$ cat src/rtl/bmd_pkg.sv
// Package: shared constants for the byte mask datapath.
// Assumes byte-sized lanes and a fixed two-clock read-mask delay.
package bmd_pkg;
    localparam int BMD_LANE_W   = 8;  // bits per mask lane
    localparam int BMD_MASK_DLY = 2;  // read-mask delay in clocks
endpackage

$ cat src/rtl/bmd_write_gate.sv
// Write gate: forms the core write strobe and per-lane byte enables
// from the bus write request and the byte masks, with no register stage.
// Assumes the masks are sampled in the same cycle as the write data.
module bmd_write_gate #(
    parameter int DATA_W = 32,
    parameter int NLANE  = 4
) (
    input  logic              clk,
    input  logic              rst_n,
    input  logic              cke,
    input  logic              wr_en,
    input  logic [NLANE-1:0]  byte_mask,
    input  logic [DATA_W-1:0] bus_din,
    output logic              core_we,
    output logic [NLANE-1:0]  core_wbe,
    output logic [DATA_W-1:0] core_wdata
);
    logic wr_live;

    // Purpose: a write only proceeds when the clock is enabled.
    always_comb begin
        wr_live    = wr_en & cke;
        core_we    = wr_live;
        core_wbe   = wr_live ? ~byte_mask : '0;
        core_wdata = bus_din;
    end

    // a masked lane never reaches the core during a write
    p_wbe_masked_r3: assert property (@(posedge clk) disable iff (!rst_n)
        core_we |-> ((core_wbe & byte_mask) == '0));
    // no byte enable outside a write
    p_wbe_idle_r3: assert property (@(posedge clk) disable iff (!rst_n)
        !core_we |-> (core_wbe == '0));
endmodule

$ cat src/rtl/bmd_read_pipe.sv
// Read latency pipeline: a chain of MAX_LAT valid/data stages that
// advances only with clock enable; the stage picked by lat_idx drives out.
// Assumes lat_idx is held steady while reads are in flight.
module bmd_read_pipe #(
    parameter int DATA_W  = 32,
    parameter int MAX_LAT = 3,
    localparam int IDX_W  = $clog2(MAX_LAT)
) (
    input  logic              clk,
    input  logic              rst_n,
    input  logic              cke,
    input  logic              rd_en,
    input  logic [DATA_W-1:0] rd_data,
    input  logic [IDX_W-1:0]  lat_idx,
    output logic              out_vld,
    output logic [DATA_W-1:0] out_data
);
    logic [MAX_LAT-1:0]             vld_q;
    logic [MAX_LAT-1:0][DATA_W-1:0] dat_q;

    for (genvar s = 0; s < MAX_LAT; s++) begin : g_stage
        if (s == 0) begin : g_head
            // Purpose: capture a fresh read beat from the core.
            always_ff @(posedge clk) begin
                if (!rst_n) begin
                    vld_q[0] <= 1'b0;
                    dat_q[0] <= '0;
                end else if (cke) begin
                    vld_q[0] <= rd_en;
                    dat_q[0] <= rd_data;
                end
            end
        end else begin : g_tail
            // Purpose: move the beat one stage further down the chain.
            always_ff @(posedge clk) begin
                if (!rst_n) begin
                    vld_q[s] <= 1'b0;
                    dat_q[s] <= '0;
                end else if (cke) begin
                    vld_q[s] <= vld_q[s-1];
                    dat_q[s] <= dat_q[s-1];
                end
            end
        end
    end

    // Purpose: tap the stage that matches the programmed latency.
    always_comb begin
        out_vld  = vld_q[lat_idx];
        out_data = dat_q[lat_idx];
    end

    // the chain holds while the clock is disabled
    p_pipe_frozen_r8: assert property (@(posedge clk) disable iff (!rst_n)
        !cke |=> ($stable(vld_q) && $stable(dat_q)));
    // at latency one a read is on the bus after the next edge
    p_lat_one_r4: assert property (@(posedge clk) disable iff (!rst_n)
        (cke && rd_en && lat_idx == '0) |=> (lat_idx != '0 || out_vld));
endmodule

$ cat src/rtl/bmd_mask_delay.sv
// Read-mask delay line: carries each lane mask DLY clocks so it lines up
// with the bus cycle it governs; advances only with clock enable.
// Assumes DLY is at least one.
module bmd_mask_delay #(
    parameter int NLANE = 4,
    parameter int DLY   = 2
) (
    input  logic             clk,
    input  logic             rst_n,
    input  logic             cke,
    input  logic [NLANE-1:0] mask_in,
    output logic [NLANE-1:0] mask_out
);
    logic [DLY-1:0][NLANE-1:0] mq;

    for (genvar d = 0; d < DLY; d++) begin : g_tap
        // Purpose: one clock of mask delay.
        always_ff @(posedge clk) begin
            if (!rst_n)
                mq[d] <= '0;
            else if (cke)
                mq[d] <= (d == 0) ? mask_in : mq[(d == 0) ? 0 : d-1];
        end
    end

    assign mask_out = mq[DLY-1];

    // the delayed mask holds while the clock is disabled
    p_mask_frozen_r8: assert property (@(posedge clk) disable iff (!rst_n)
        !cke |=> $stable(mask_out));
endmodule

$ cat src/rtl/byte_mask_datapath.sv
// Top: byte-masked data path between a memory core and a bus.
// Writes are gated in the same cycle; reads go through a latency
// pipeline and are lane-masked by masks sampled two clocks earlier.
// Assumes lat_sel is changed only while no read is in flight.
module byte_mask_datapath #(
    parameter int DATA_W  = 32,
    parameter int MAX_LAT = 3,
    localparam int NLANE  = DATA_W / bmd_pkg::BMD_LANE_W,
    localparam int SEL_W  = $clog2(MAX_LAT + 1),
    localparam int IDX_W  = $clog2(MAX_LAT)
) (
    input  logic              clk,
    input  logic              rst_n,
    input  logic              cke,
    input  logic [SEL_W-1:0]  lat_sel,
    input  logic [NLANE-1:0]  byte_mask,
    input  logic              wr_en,
    input  logic [DATA_W-1:0] bus_din,
    output logic              core_we,
    output logic [NLANE-1:0]  core_wbe,
    output logic [DATA_W-1:0] core_wdata,
    input  logic              rd_en,
    input  logic [DATA_W-1:0] core_rdata,
    output logic [DATA_W-1:0] bus_dout,
    output logic [NLANE-1:0]  bus_oe
);
    logic [IDX_W-1:0]  lat_idx;
    logic              rd_vld;
    logic [DATA_W-1:0] rd_dat;
    logic [NLANE-1:0]  mask_late;

    // Purpose: map the programmed latency to a pipeline stage index.
    always_comb begin
        if (lat_sel == '0)
            lat_idx = '0;
        else if (int'(lat_sel) > MAX_LAT)
            lat_idx = IDX_W'(MAX_LAT - 1);
        else
            lat_idx = IDX_W'(int'(lat_sel) - 1);
    end

    bmd_write_gate #(.DATA_W(DATA_W), .NLANE(NLANE)) u_wr (
        .clk(clk), .rst_n(rst_n), .cke(cke), .wr_en(wr_en),
        .byte_mask(byte_mask), .bus_din(bus_din),
        .core_we(core_we), .core_wbe(core_wbe), .core_wdata(core_wdata)
    );

    bmd_read_pipe #(.DATA_W(DATA_W), .MAX_LAT(MAX_LAT)) u_rd (
        .clk(clk), .rst_n(rst_n), .cke(cke), .rd_en(rd_en),
        .rd_data(core_rdata), .lat_idx(lat_idx),
        .out_vld(rd_vld), .out_data(rd_dat)
    );

    bmd_mask_delay #(.NLANE(NLANE), .DLY(bmd_pkg::BMD_MASK_DLY)) u_mk (
        .clk(clk), .rst_n(rst_n), .cke(cke),
        .mask_in(byte_mask), .mask_out(mask_late)
    );

    // Purpose: drive a lane only for valid read data it is not masked on.
    always_comb begin
        bus_dout = rd_dat;
        bus_oe   = {NLANE{rd_vld}} & ~mask_late;
    end

    // no lane is driven without read data in the output stage
    p_oe_needs_data_r5: assert property (@(posedge clk) disable iff (!rst_n)
        (bus_oe != '0) |-> rd_vld);
    // bus outputs are frozen across a disabled clock
    p_bus_frozen_r8: assert property (@(posedge clk) disable iff (!rst_n)
        (!cke && $stable(lat_sel)) |=> ($stable(bus_oe) && $stable(bus_dout)));
    // the core never sees a write while the clock is disabled
    p_no_write_idle_r2: assert property (@(posedge clk) disable iff (!rst_n)
        !cke |-> !core_we);
endmodule

$ cat config.mk
export PLATFORM = sky130hd
export DESIGN_NAME = byte_mask_datapath
export DESIGN_NICKNAME = d
export VERILOG_FILES = /design/src/rtl/bmd_pkg.sv /design/src/rtl/bmd_write_gate.sv /design/src/rtl/bmd_read_pipe.sv /design/src/rtl/bmd_mask_delay.sv /design/src/rtl/byte_mask_datapath.sv
export SDC_FILE = /design/constraint.sdc
export NUM_CORES = 1
export LEC_CHECK = 0
export BUFFER_PORTS_ARGS = -buffer_cell sky130_fd_sc_hd__clkbuf_2
export CAP_MARGIN = 40
export CORE_AREA = 2 2 100 102
export DETAILED_ROUTE_END_ITERATION = 10
export DIE_AREA = 0 0 102 104
export PLACE_DENSITY = 0.82
export SLEW_MARGIN = 10
export SYNTH_ARGS = -nofsm -noshare
export SYNTH_HDL_FRONTEND = slang
export SYNTH_HIERARCHICAL = 1
export SYNTH_SLANG_ARGS = --single-unit
$ cat constraint.sdc
create_clock -name clk -period 2.5 [get_ports clk]
set_input_delay 0.5 -clock clk [delete_from_list [all_inputs] [get_ports clk]]
set_output_delay 0.5 -clock clk [all_outputs]
set_load 0.01 [all_outputs]
==> results.cfg, run 1 <==
[outcome]
status = finished, final reports clean

[yosys]
seq_area_frac_synth_pct = 42.1
ys_seq_elements = 107
synth_cell_types = 12
ys_top_cells_by_area = dfxtp_1 (42%), mux2i_1 (28%), nor2b_1 (14%), buf_4 (7.5%), o2bb2ai_1 (5.7%)
synth_common_cells = mux2i_1 (140), nor2b_1 (112), dfxtp_1 (107)
synth_most_common_cell = mux2i_1
synth_top_family_by_area = multiplexers
synth_fa_ha_area_share_pct = 0
async_flop_share_pct = 0
synth_edf_count = 0
netlist_area_mm2 = 0.00508
synth-compound-area-share_pct = 5.69
syn-num-nets = 545
synth_mux_area_share_pct = 27.6
yosys.area.top_type_share_pct = 42.1
netlist_instances = 470
yosys_warnings = 6
synth-xor-area-share_pct = 0
synth_simple_gate_area_share_pct = 14.9
yosys.area.top_type = dfxtp_1
avgSynthCellArea_um2 = 10.8
ys.flop_type = dfxtp_1

[global_route]
antenna_found_initial = 0
grt_start_max_net_pins = 66
grt_overflow = 0
grt_pass1_vias = 3118
track_usage_pct = 17.4
grt_pass1_wl_um = 15000

[floorplanning]
chipWidth_um = 102
die_h_um = 104
coreArea_mm2 = 0.00955
rows = 36
start_util_pct = 53.2
dieArea_mm2 = 0.0106
io_pins = 148

[worst_setup_path]
cp-start-kind = input port
crit_type = in2out
crit_arrival_ns = 1.77
cp_max_fo = 5
endpoint_kind = primary output
required_ns = 2.00

[route]
drtIter0Drc = 111
via_count = 3214
wl_per_cell_um = 14.6
vias_per_cell = 5.01
ant_nets = 0
drc = 0
dr.pass1.iters = 4
routed_wl_um = 9330

[timing]
relSlewSlack_pct = 54.5
fin_crit_sh_pct = 90.9
drv_slew = 0
grt_setup_unrepaired = no
fmax_mhz = 440
min_period_ns = 2.27
setup_ws_ns = 0.228
skew_ns = 0.00858
hold_viol_final = 0
final-setup-viol-count = 0
tightest_slew_ns = 0.682
setup_tns_ns = 0

[clocking]
clock_sinks = 107
root_buffer = clkbuf_8
cts_hold_buf = 0
ctsResizeCount = 0
cts_buffer_depth = 2
cts_tree = yes
htree_levels = 3
clkLatencyLatePin_ns = 0.35
cts_setup_buffers = 0
path_clk_slew_ns = 0.10
cts_made_buffers = 9

[finish]
fin_util_pct = 57.6
n_antenna_cell = 0
area_growth_pct = 8.27
fillers = 828
drive_above_1_share_pct = 22.2
fin_nets = 578

[pwr]
swShare_pct = 24.2
p_sw_uw = 810
p_seq_share_pct = 54.2
p_clk_share_pct = 33.6
power_density_mw_per_mm2 = 608
ir_drop_mv = 0.379
finalPower_mw = 3.34
power_frac_comb_pct = 12.1
p_leak_nw = 2.38
p_int_mw = 2.53

[place]
dp_slack_ns = 0.212
gp_congestion = 0.797
dp_hpwl_um = 6340
port_buffers = 83

[flow_run]
maxCapViolations = 0

[hold_path]
hold_path.class = in2reg
## state kept, by name (all words and copies together) (netlist names)
signal,count
u_mk/mq,4
u_mk/mask_out,4
u_rd/vld_q,3
u_rd/dat_q,96
## power groups by stage
stage               registers [mW]  clock network [mW]  logic, mW
CTS                           1.81                1.16      0.410
detailed placement            1.85                   0      0.409
floorplan                     1.84                   0      0.354
global placement              1.85                   0      0.399
finish                        1.81                1.12      0.406
global route                  1.82                1.22      0.441
## critical path, cell delays in order
cell and delay [ns]:
clkbuf_2 0.08, and2_2 0.23, mux2i_1 0.13, o2bb2ai_1 0.45, nor2b_1 0.22, clkbuf_2 0.15
## layout by cell type, fill, tap and decap left out
cell type   Yosys  layout
dfxtp_1       107     107
buf_4          51       8
clkinv_2        0       3
mux2i_1       140     140
and2_2          2       2
buf_12          0       2
and2b_2         1       1
and3b_1         4       4
bufinv_16       0       2
nor2b_4         0       1
clkbuf_2        0      82
clkinvlp_4      0       1
inv_6           0       1
o2bb2ai_1      33      33
buf_6           2       1
clkbuf_8        0       9
nor2b_1       112     111
## logic make-up (layout without fill, tap and decap cells)
kind of cell           count (synthesis)  count (layout)
muxes                                140             140
and+or+nand+nor                      119             119
AOI/OAI and AO/OA                     33              33
DFF                                  107             107
buffers and inverters                 71             109
## metal layers
layer	GRT usage [%]	share of wire [%]
met3	4.23	4.4
met5	0	0
met1	22.3	46
met2	28.8	48
met4	5.43	1.7
## through the flow
stage               std cells  cell area, µm²  hold slack (ns)
floorplan                 470            5080            0.482
global placement          625            5290            0.495
detailed placement        625            5290            0.503
CTS                       641            5500            0.384
global route              641            5500            0.390
finish                    641            5500            0.399
## cell type report
cell class | instances | area (µm²) | area share (%)
timing repair buffer | 93 | 522 | 9.48
tap | 133 | 166 | 3.02
clock buffer | 9 | 124 | 2.25
sequential | 107 | 2140 | 38.9
clock inverter | 7 | 91.3 | 1.66
multi-input combinational | 292 | 2460 | 44.7
## final timing paths
| kind | cells past startpoint | from | slack (ns) | end |
|---|---|---|---|---|
| setup / recovery | 6 | lat_sel[0] | 0.23 | bus_oe[0] |
| hold / removal | 3 | core_rdata[22] | 0.40 | u_rd/dat_q[22] |
| setup reg to reg | 2 | u_rd/dat_q[0] | 1.84 | u_rd/dat_q[0] |
| hold reg to reg | 2 | u_mk/mq[1] | 0.53 | u_mk/mq[1] |
No activity file was read; power rests on OpenSTA's default activity.
==> inputs of run 2 (changes only) <==
CORE_AREA = 2 2 107 109   (was 2 2 100 102)
DIE_AREA = 0 0 109 111   (was 0 0 102 104)
PLACE_DENSITY = 0.73   (was 0.82)
==> run 2 against run 1 <==
Register-to-register slack about the same. Hold slack improved by 0.023 ns. Sequential share of layout area decreased by 0.90 points.
==> results.cfg, run 2 (synthesis gave the netlist of run 1 again) <==
[clocking]
path_clk_slew_ns = 0.07
cts_setup_buffers = 0
root_buffer = clkbuf_16
clock_sinks = 107
ctsResizeCount = 0
cts_hold_buf = 0
cts_tree = yes
htree_levels = 3
cts_buffer_depth = 2
cts_made_buffers = 9
clkLatencyLatePin_ns = 0.33

[timing]
hold_viol_final = 0
relSlewSlack_pct = 54.5
fin_crit_sh_pct = 85.1
drv_slew = 0
skew_ns = 0.00566
fmax_mhz = 470
setup_tns_ns = 0
grt_setup_unrepaired = no
min_period_ns = 2.13
final-setup-viol-count = 0
tightest_slew_ns = 0.682

[pwr]
ir_drop_mv = 0.386
power_density_mw_per_mm2 = 648
p_leak_nw = 2.44

[worst_setup_path]
crit_arrival_ns = 1.63
critPathBufInv = 3
crit_type = in2out
r2r_end = u_rd/dat_q[10]
cp-start-kind = input port
path_common_cell = clkbuf_2
r2r_cells = 2
required_ns = 2.00
slowest_delay_ns = 0.31
reg2reg_slack_ns = 1.84
cp_slowest_cell = buf_4
endpoint_kind = primary output
cp.depth = 6
rr_startpoint = u_rd/dat_q[10]
crit_chain = clkbuf_2 > and2_2 > buf_4 > mux2i_1 > o2bb2ai_1 > clkbuf_2
crit_family = buffers and inverters
cp_max_fo = 15

[place]
gp_congestion = 0.740
place_inst = 637
dp_hpwl_um = 6640
port_buffers = 83

[hold_path]
hold_start = core_rdata[29]
holdPathStages = 3
hold-path-endpoint = u_rd/dat_q[29]
hold_path.class = in2reg

[route]
ant_nets = 0
drtIter0Drc = 96
drc = 0
via_count = 3243
dr.pass1.iters = 4
wl_per_cell_um = 14.7
routed_wl_um = 9630
vias_per_cell = 4.97

[global_route]
grt_pass1_vias = 3183
antenna_found_initial = 1
track_usage_pct = 16.1
grt_overflow = 0
grt_start_max_net_pins = 51
grt_pass1_wl_um = 15500

[finish]
area_growth_pct = 10.8
largest_register_ffs = 96
drive_above_1_share_pct = 22.4
fillers = 992
n_antenna_cell = 0
fin_nets = 580
multi_input_area_mm2 = 0.00246
regMostFlops = u_rd/dat_q
seq_area_mm2 = 0.00214
stdcell_count = 653
final_cell_mix = mux2i_1 (140), nor2b_1 (111), dfxtp_1 (107)
final_common_cell = mux2i_1

[floorplanning]
start_util_pct = 45.9
coreArea_mm2 = 0.0111
dieArea_mm2 = 0.0121
chipWidth_um = 109
rows = 39
io_pins = 148
die_h_um = 111

[outcome]
status = finished, final reports clean

[flow_run]
maxCapViolations = 0
run 2: cell count changes in the layout (fill, tap and decap cells not counted):
cell,before,now
bufinv_16,2,1
clkinvlp_4,1,0
clkbuf_8,9,2
clkinv_4,0,1
inv_6,1,0
clkbuf_1,0,1
buf_4,8,9
clkinv_2,3,2
buf_12,2,3
clkbuf_16,0,9
run 2: how the worst max path moves through the flow:
stage / slack (ns) / start / endpoint
after floorplan: 0.55 / lat_sel[0] / bus_oe[0]
after global placement: 0.40 / lat_sel[0] / bus_oe[3]
after detailed placement: 0.39 / lat_sel[0] / bus_dout[27]
after CTS: 0.38 / lat_sel[0] / bus_dout[27]
after global routing: 0.31 / lat_sel[0] / bus_dout[27]
final: 0.37 / lat_sel[0] / bus_dout[27]
run 2: final cells by class:
class	count	area share (%)
Timing Repair Buffer	95	9.75
Tap cell	143	3.18
Multi-Input combinational cell	292	43.6
Clock inverter	4	0.866
Clock buffer	12	4.55
Sequential cell	107	38.0
run 2: tightest hold or removal path, cell delays in order:
cell and delay (ns):
clkbuf_2 0.07, mux2i_1 0.05, nor2b_1 0.09
run 2: report_power, final:
part | leakage [nW] | total [mW] | internal [mW] | switching (mW)
Combinational | 1.41 | 0.410 | 0.207 | 0.203
Clock | 0.153 | 1.43 | 0.830 | 0.595
Sequential | 0.873 | 1.82 | 1.77 | 0.0460
Total | 2.44 | 3.65 | 2.81 | 0.844
run 2: stage by stage:
| stage | hold WS [ns] | power (mW) | cell area [µm²] | utilization, % | setup slack [ns] |
|---|---|---|---|---|---|
| after floorplan | 0.482 | 2.19 | 5080 | - | 0.549 |
| after global placement | 0.496 | 2.26 | 5330 | 48.1 | 0.396 |
| after detailed placement | 0.505 | 2.27 | 5330 | 48.1 | 0.387 |
| after CTS | 0.410 | 3.70 | 5630 | 50.9 | 0.378 |
| after global routing | 0.413 | 3.81 | 5630 | 50.9 | 0.310 |
| final | 0.422 | 3.65 | 5630 | 50.9 | 0.372 |
run 2: routing by layer:
| metal | track usage [%] | share of wire, % |
|---|---|---|
| met3 | 3.17 | 4.7 |
| met2 | 25.7 | 47 |
| met1 | 21.2 | 47 |
| met4 | 6.15 | 1.5 |
| met5 | 0 | 0.14 |
